**config.mk**
```make
export PLATFORM = sky130hd
export DESIGN_NAME = spi_slv_top
export DESIGN_NICKNAME = d
export VERILOG_FILES = /design/src/rtl/spi_slv_pkg.sv /design/src/rtl/spi_slv_sync.sv /design/src/rtl/spi_slv_edge.sv /design/src/rtl/spi_slv_shift.sv /design/src/rtl/spi_slv_top.sv
export SDC_FILE = /design/constraint.sdc
export NUM_CORES = 1
export LEC_CHECK = 0
export BUFFER_PORTS_ARGS = -buffer_cell sky130_fd_sc_hd__clkbuf_2
export CAP_MARGIN = 20
export CORE_MARGIN = 10
export CORE_UTILIZATION = 55
export CTS_CLUSTER_SIZE = 10
export DETAILED_ROUTE_END_ITERATION = 6
export HOLD_SLACK_MARGIN = 0.03
export PLACE_DENSITY = 0.88
export SETUP_SLACK_MARGIN = 0.02
export SLEW_MARGIN = 20
export SYNTH_ARGS = -nofsm -noshare
export SYNTH_HDL_FRONTEND = slang
export SYNTH_SLANG_ARGS = --single-unit
```
**constraint.sdc**
```tcl
create_clock -name clk -period 2.7 [get_ports clk]
set_input_delay 0.54 -clock clk [delete_from_list [all_inputs] [get_ports clk]]
set_output_delay 0.54 -clock clk [all_outputs]
set_load 0.005 [all_outputs]
```
**src/rtl/spi_slv_pkg.sv**
```systemverilog
package spi_slv_pkg;

    // Widest word the helper functions handle
    localparam int MAXW = 32;

    typedef logic [MAXW-1:0] word_t;

    // Static link configuration
    typedef struct packed {
        logic cpol;
        logic cpha;
        logic lsb_first;
    } spi_mode_t;

    // Per-cycle events seen on the synchronized pins
    typedef struct packed {
        logic capture;   // sample the data line now
        logic launch;    // present the next outgoing bit now
        logic sel_fall;  // select has just gone low
        logic sel_rise;  // select has just gone high
        logic sel_low;   // select is currently asserted
        logic mosi;      // synchronized data bit
    } spi_evt_t;

    // Bit that leaves the shifter first
    function automatic logic head_bit(word_t v, logic lsb, int w);
        return lsb ? v[0] : v[w-1];
    endfunction

    // Advance the outgoing shifter by one position
    function automatic word_t advance_out(word_t v, logic lsb);
        return lsb ? (v >> 1) : (v << 1);
    endfunction

    // Insert a received bit on the correct side
    function automatic word_t insert_in(word_t v, logic b, logic lsb, int w);
        word_t r;
        if (lsb) begin
            r = v >> 1;
            r[w-1] = b;
        end else begin
            r = {v[MAXW-2:0], b};
        end
        return r;
    endfunction

endpackage

```
**src/rtl/spi_slv_sync.sv**
```systemverilog
module spi_slv_sync #(
    parameter int          N       = 3,
    parameter int          STAGES  = 2,
    parameter logic [N-1:0] RST_VAL = '0
) (
    input  logic         clk,
    input  logic         rst,
    input  logic [N-1:0] d,
    output logic [N-1:0] q
);

    logic [STAGES-1:0][N-1:0] chain_q;

    always_ff @(posedge clk) begin
        if (rst) begin
            chain_q <= {STAGES{RST_VAL}};
        end else begin
            chain_q[0] <= d;
            for (int s = 1; s < STAGES; s++) begin
                chain_q[s] <= chain_q[s-1];
            end
        end
    end

    assign q = chain_q[STAGES-1];

endmodule

```
**src/rtl/spi_slv_edge.sv**
```systemverilog
module spi_slv_edge
    import spi_slv_pkg::*;
(
    input  logic      clk,
    input  logic      rst,
    input  spi_mode_t mode,
    input  logic      sck_s,
    input  logic      ssn_s,
    input  logic      mosi_s,
    output spi_evt_t  evt
);

    logic sck_q;
    logic ssn_q;
    logic rise;
    logic fall;
    logic lead;
    logic trail;

    always_ff @(posedge clk) begin
        if (rst) begin
            sck_q <= 1'b0;
            ssn_q <= 1'b1;
        end else begin
            sck_q <= sck_s;
            ssn_q <= ssn_s;
        end
    end

    always_comb begin
        rise  = sck_s & ~sck_q;
        fall  = ~sck_s & sck_q;
        // First edge of a clock period leaves the idle level
        lead  = mode.cpol ? fall : rise;
        trail = mode.cpol ? rise : fall;

        evt.sel_low  = ~ssn_s;
        evt.sel_fall = ssn_q & ~ssn_s;
        evt.sel_rise = ~ssn_q & ssn_s;
        evt.mosi     = mosi_s;
        evt.capture  = ~ssn_s & (mode.cpha ? trail : lead);
        evt.launch   = ~ssn_s & (mode.cpha ? lead : trail);
    end

    AST_CAP_LAUNCH_EXCL: assert property (@(posedge clk) disable iff (rst)
        !(evt.capture && evt.launch));

    AST_NO_EVT_DESELECTED: assert property (@(posedge clk) disable iff (rst)
        ssn_s |-> !(evt.capture || evt.launch));

endmodule

```
**src/rtl/spi_slv_shift.sv**
```systemverilog
module spi_slv_shift
    import spi_slv_pkg::*;
#(
    parameter int WIDTH = 8
) (
    input  logic             clk,
    input  logic             rst,
    input  spi_mode_t        mode,
    input  spi_evt_t         evt,
    input  logic [WIDTH-1:0] tx_data,
    input  logic             tx_load,
    input  logic             rx_ack,
    output logic             miso,
    output logic [WIDTH-1:0] rx_data,
    output logic             rx_done,
    output logic             rx_full
);

    localparam int CW = (WIDTH > 1) ? $clog2(WIDTH) : 1;
    localparam logic [CW-1:0] LAST = CW'(WIDTH - 1);

    logic [WIDTH-1:0] tx_hold_q;
    logic [WIDTH-1:0] tx_sh_q;
    logic [WIDTH-1:0] rx_sh_q;
    logic [WIDTH-1:0] rx_data_q;
    logic [WIDTH-1:0] rx_next;
    logic [CW-1:0]    cnt_q;
    logic             armed_q;
    logic             miso_q;
    logic             done_q;
    logic             full_q;

    always_comb begin
        rx_next = WIDTH'(insert_in(word_t'(rx_sh_q), evt.mosi, mode.lsb_first, WIDTH));
    end

    always_ff @(posedge clk) begin
        if (rst) begin
            tx_hold_q <= '0;
            tx_sh_q   <= '0;
            rx_sh_q   <= '0;
            rx_data_q <= '0;
            cnt_q     <= '0;
            armed_q   <= 1'b0;
            miso_q    <= 1'b0;
            done_q    <= 1'b0;
            full_q    <= 1'b0;
        end else begin
            done_q <= 1'b0;
            if (tx_load) begin
                tx_hold_q <= tx_data;
            end
            if (rx_ack) begin
                full_q <= 1'b0;
            end

            if (evt.sel_rise) begin
                // Abort: any partial word is dropped
                armed_q <= 1'b0;
                cnt_q   <= '0;
            end else if (evt.sel_fall) begin
                armed_q <= 1'b1;
                cnt_q   <= '0;
                if (!mode.cpha) begin
                    miso_q  <= head_bit(word_t'(tx_hold_q), mode.lsb_first, WIDTH);
                    tx_sh_q <= WIDTH'(advance_out(word_t'(tx_hold_q), mode.lsb_first));
                end else begin
                    tx_sh_q <= tx_hold_q;
                end
            end else if (evt.sel_low && armed_q) begin
                if (evt.capture) begin
                    rx_sh_q <= rx_next;
                    if (cnt_q == LAST) begin
                        cnt_q     <= '0;
                        rx_data_q <= rx_next;
                        done_q    <= 1'b1;
                        full_q    <= 1'b1;
                        if (!mode.cpha) begin
                            armed_q <= 1'b0;
                        end else begin
                            tx_sh_q <= tx_hold_q;
                        end
                    end else begin
                        cnt_q <= cnt_q + 1'b1;
                    end
                end
                if (evt.launch) begin
                    miso_q  <= head_bit(word_t'(tx_sh_q), mode.lsb_first, WIDTH);
                    tx_sh_q <= WIDTH'(advance_out(word_t'(tx_sh_q), mode.lsb_first));
                end
            end
        end
    end

    assign miso    = miso_q;
    assign rx_data = rx_data_q;
    assign rx_done = done_q;
    assign rx_full = full_q;

    AST_DONE_PULSE: assert property (@(posedge clk) disable iff (rst)
        done_q |=> !done_q);

    AST_DONE_SETS_FULL: assert property (@(posedge clk) disable iff (rst)
        done_q |-> full_q);

    AST_RX_HOLD: assert property (@(posedge clk) disable iff (rst)
        !done_q |-> $stable(rx_data_q));

    AST_ABORT_CLEARS: assert property (@(posedge clk) disable iff (rst)
        evt.sel_rise |=> (cnt_q == '0 && !armed_q));

    AST_DISARMED_FROZEN: assert property (@(posedge clk) disable iff (rst)
        (!armed_q && !evt.sel_fall) |=> !done_q);

    AST_CNT_RANGE: assert property (@(posedge clk) disable iff (rst)
        cnt_q <= LAST);

endmodule

```
**src/rtl/spi_slv_top.sv**
```systemverilog
module spi_slv_top
    import spi_slv_pkg::*;
#(
    parameter int WIDTH       = 8,
    parameter int SYNC_STAGES = 2
) (
    input  logic             clk,
    input  logic             rst,
    input  logic             cpol_i,
    input  logic             cpha_i,
    input  logic             lsb_first_i,
    input  logic             sck_i,
    input  logic             ssn_i,
    input  logic             mosi_i,
    output logic             miso_o,
    output logic             miso_oe_o,
    input  logic [WIDTH-1:0] tx_data_i,
    input  logic             tx_load_i,
    output logic [WIDTH-1:0] rx_data_o,
    output logic             rx_done_o,
    output logic             rx_full_o,
    input  logic             rx_ack_i
);

    spi_mode_t  mode;
    spi_evt_t   evt;
    logic [2:0] pins_s;

    assign mode = '{cpol: cpol_i, cpha: cpha_i, lsb_first: lsb_first_i};

    // Order: sck, select, data; select resets inactive
    spi_slv_sync #(
        .N       (3),
        .STAGES  (SYNC_STAGES),
        .RST_VAL (3'b010)
    ) i_sync (
        .clk (clk),
        .rst (rst),
        .d   ({sck_i, ssn_i, mosi_i}),
        .q   (pins_s)
    );

    spi_slv_edge i_edge (
        .clk    (clk),
        .rst    (rst),
        .mode   (mode),
        .sck_s  (pins_s[2]),
        .ssn_s  (pins_s[1]),
        .mosi_s (pins_s[0]),
        .evt    (evt)
    );

    spi_slv_shift #(
        .WIDTH (WIDTH)
    ) i_shift (
        .clk     (clk),
        .rst     (rst),
        .mode    (mode),
        .evt     (evt),
        .tx_data (tx_data_i),
        .tx_load (tx_load_i),
        .rx_ack  (rx_ack_i),
        .miso    (miso_o),
        .rx_data (rx_data_o),
        .rx_done (rx_done_o),
        .rx_full (rx_full_o)
    );

    assign miso_oe_o = evt.sel_low;

    AST_OE_RESET: assert property (@(posedge clk)
        rst |=> !miso_oe_o);

endmodule

```
==> impl_metrics.tcl <==
set metrics [dict create \
    status "completed" \
    ys_ff_latch 47 \
    via_per_inst 5.844 \
    die_h_um 86.16 \
    cp_max_fo 21 \
    clkTransAtPathRegs_ns 0.08 \
    powerDensity_nw_per_um2 490.8 \
    area_growth_pct 8.940 \
    worst_pin_slew_ns 0.7252 \
    layout-drive-gt1-share 0.2409 \
    wl_um 5019 \
    async_flop_share 0 \
    hold_viol 0 \
    ys.flop_type "dfxtp_1" \
    yosys_warnings 0 \
    cts_resized 0 \
    grt_pass1_vias 1841 \
    synthXorXnorAreaFrac 0.01040 \
    end_kind "register" \
    syn_avg_cell_area_sq_um 9.440 \
    max_freq_mhz 448.4 \
    hold_buffers 0 \
    antenna_found_initial 0 \
    yosys-top-cells-count "47 x dfxtp_1, 30 x nor2_1, 29 x mux2i_1" \
    drtIter0Drc 212 \
    period_minus_slack_ns 2.230 \
    synth_cells 255 \
    tns_ns 0 \
    first_pass_iters 4 \
    insertion_delay_ns 0.30 \
    antenna-diode-count 0 \
    critPathArrivalTime_ns 2.43 \
    min_to "i_sync.q[1]" \
    rsz0062_at_grt "no" \
    gp_congestion 0.7927 \
    cts_setup_buffers 0 \
    design_area_sq_um 2623 \
    clock-root-buffer "clkbuf_8" \
    hold_start "i_sync.chain_q[1]" \
    startpoint_type "register" \
    gr-usage-all-layers 0.1400 \
    fp-row-count 24 \
    synth_compound_area_frac 0.1653 \
    grt-ovfl-total 0 \
    setup_violations 0 \
    reg2reg_depth 6 \
    synth.area.mux_share 0.1876 \
    coreArea_sq_um 4294 \
    irDropWorstVdd_mv 0.4726 \
    cts_made_buffers 5 \
    worst-setup-path-type "reg2reg" \
    synth_simple_gate_area_share 0.1632 \
    worstReg2RegEnd "i_shift.miso" \
    nets 296 \
    htreeDepth 2 \
    synthAdderAreaFrac 0.02079 \
    drv_cap 0 \
    dpl_cell_area_sq_um 2535 \
    grt_pass1_wl_um 8666 \
    cts_tree "built" \
    hp-class "reg2reg" \
    grt_max_degree 32 \
    via_count 1905 \
    synth_area_leaders "dfxtp_1 39%, mux2i_1 12%, mux2_2 5.1%, nor2_1 4.7%, a211oi_1 4.4%" \
    final.setup_skew_ns 0.005590 \
    synth_edf_count 0 \
    yosys.area.top_type_share 0.3909 \
    fp.dieArea_sq_um 7424 \
    fp.dieW_um 86.16 \
    layout.cells.non_filler 326 \
    finalCritPeriodShare 0.8260 \
    synth.most_common_cell "dfxtp_1" \
    place_hpwl_um 3611 \
    synth_top_area_cell "dfxtp_1" \
    seq_area_frac_synth 0.3909 \
    utilization 0.6107 \
    synth_top_family_by_area "multiplexers" \
    max-slew-margin-rel 0.5165 \
    worstHoldPathCells 1 \
    drtAntennaViolNets 0 \
    place_inst 319 \
    fin_total_pwr_w 0.001287 \
    syn_nets 277 \
    p_leak_nw 1.055 \
    port_buffers 29 \
    max-clock-path-buffers 2 \
    ys_types 45 \
    slew_violations 0 \
    rrSetupSlack_ns 0.47 \
    rr_startpoint "i_sync.q[1]" \
    crit_required_ns 2.90 \
    num_io_pins 30 \
    cts.sinks 47 \
    wl_per_cell_um 15.40 \
    initial_core_util 0.5606 \
    synth_area_sq_um 2407 \
    drc 0 \
]
flip-flops by register name (all words and copies together) (netlist names), 3 cells and up:
name	flops
i_sync.q	3
i_shift.rx_data	8
i_shift.tx_sh_q	8
i_shift.tx_hold_q	8
i_shift.rx_sh_q	8
i_shift.cnt_q	3
i_sync.chain_q	3
final cells by class:
cell class | instances | area, sq um
clock buffers | 6 | 82.58
clock inverters | 1 | 5.005
fillers | 354 | 1672
inverters | 6 | 22.52
multi-input cells | 180 | 1324
flip-flops and latches | 47 | 940.9
well taps | 52 | 65.06
repair buffers | 34 | 182.7
kinds of logic after synthesis:
group	after synthesis
adders and majority gates	4
buffers and inverters	28
AOI/OAI and AO/OA	58
muxes	42
xor gates and xnor gates	2
DFF	47
and+or+nand+nor	74
layer usage:
layer | track usage | routed length, um | part of all wire
met1 | 0.1788 | 2290 | 0.46
met2 | 0.2238 | 2390 | 0.48
met3 | 0.03033 | 251 | 0.050
met4 | 0.05389 | 87 | 0.017
met5 | 0 | 0 | 0
worst max-delay path by stage:
stage	to	start	slack (ns)	cells after the start
floorplan	i_shift.rx_data[1]	cpha_i	0.65	8
global placement	i_shift.rx_data[5]	cpha_i	0.40	7
detailed placement	i_shift.rx_data[5]	cpha_i	0.24	7
CTS	i_shift.miso	i_sync.q[1]	0.47	6
global route	i_shift.miso	i_sync.q[1]	0.26	6
finish	i_shift.miso	i_sync.q[1]	0.47	6
cell usage in the layout, fill, tap and decap left out, types with 2 or more instances in the layout:
cell	instances
a21oi_1	11
clkbuf_8	6
and3b_1	2
nor3b_1	5
nand2_1	11
dfxtp_1	47
ha_1	4
o22ai_1	2
buf_4	5
clkbuf_2	29
nor2b_1	6
mux2_2	11
nor4b_1	2
o31ai_1	8
o21ai_0	8
nor2_1	30
a211oi_2	2
nand2b_1	5
a211oi_1	14
o211ai_1	7
nor3_1	2
a31oi_1	2
nor2_2	2
mux2i_1	29
or2_2	3
inv_1	5
worst max-delay path: stages, from the launching register on:
cell and delay, ns:
dfxtp_1 0.41, inv_1 0.16, ha_1 0.65, nand2b_1 0.26, a311oi_1 0.37, mux2i_1 0.22, nor2_1 0.06
report_power, final:
part / switching, W / internal [W]
Sequential: 0.0000196 / 0.000712
Combinational: 0.0000678 / 0.0000612
Clock: 0.000225 / 0.000201
metrics by stage:
step	setup slack (ns)	hold slack (ns)
floorplan	0.6532	0.3895
global placement	0.4049	0.3936
detailed placement	0.2442	0.4000
CTS	0.4714	0.4119
global route	0.2553	0.4208
finish	0.4697	0.4172
Note: power is estimated with default switching activity, not from simulation.
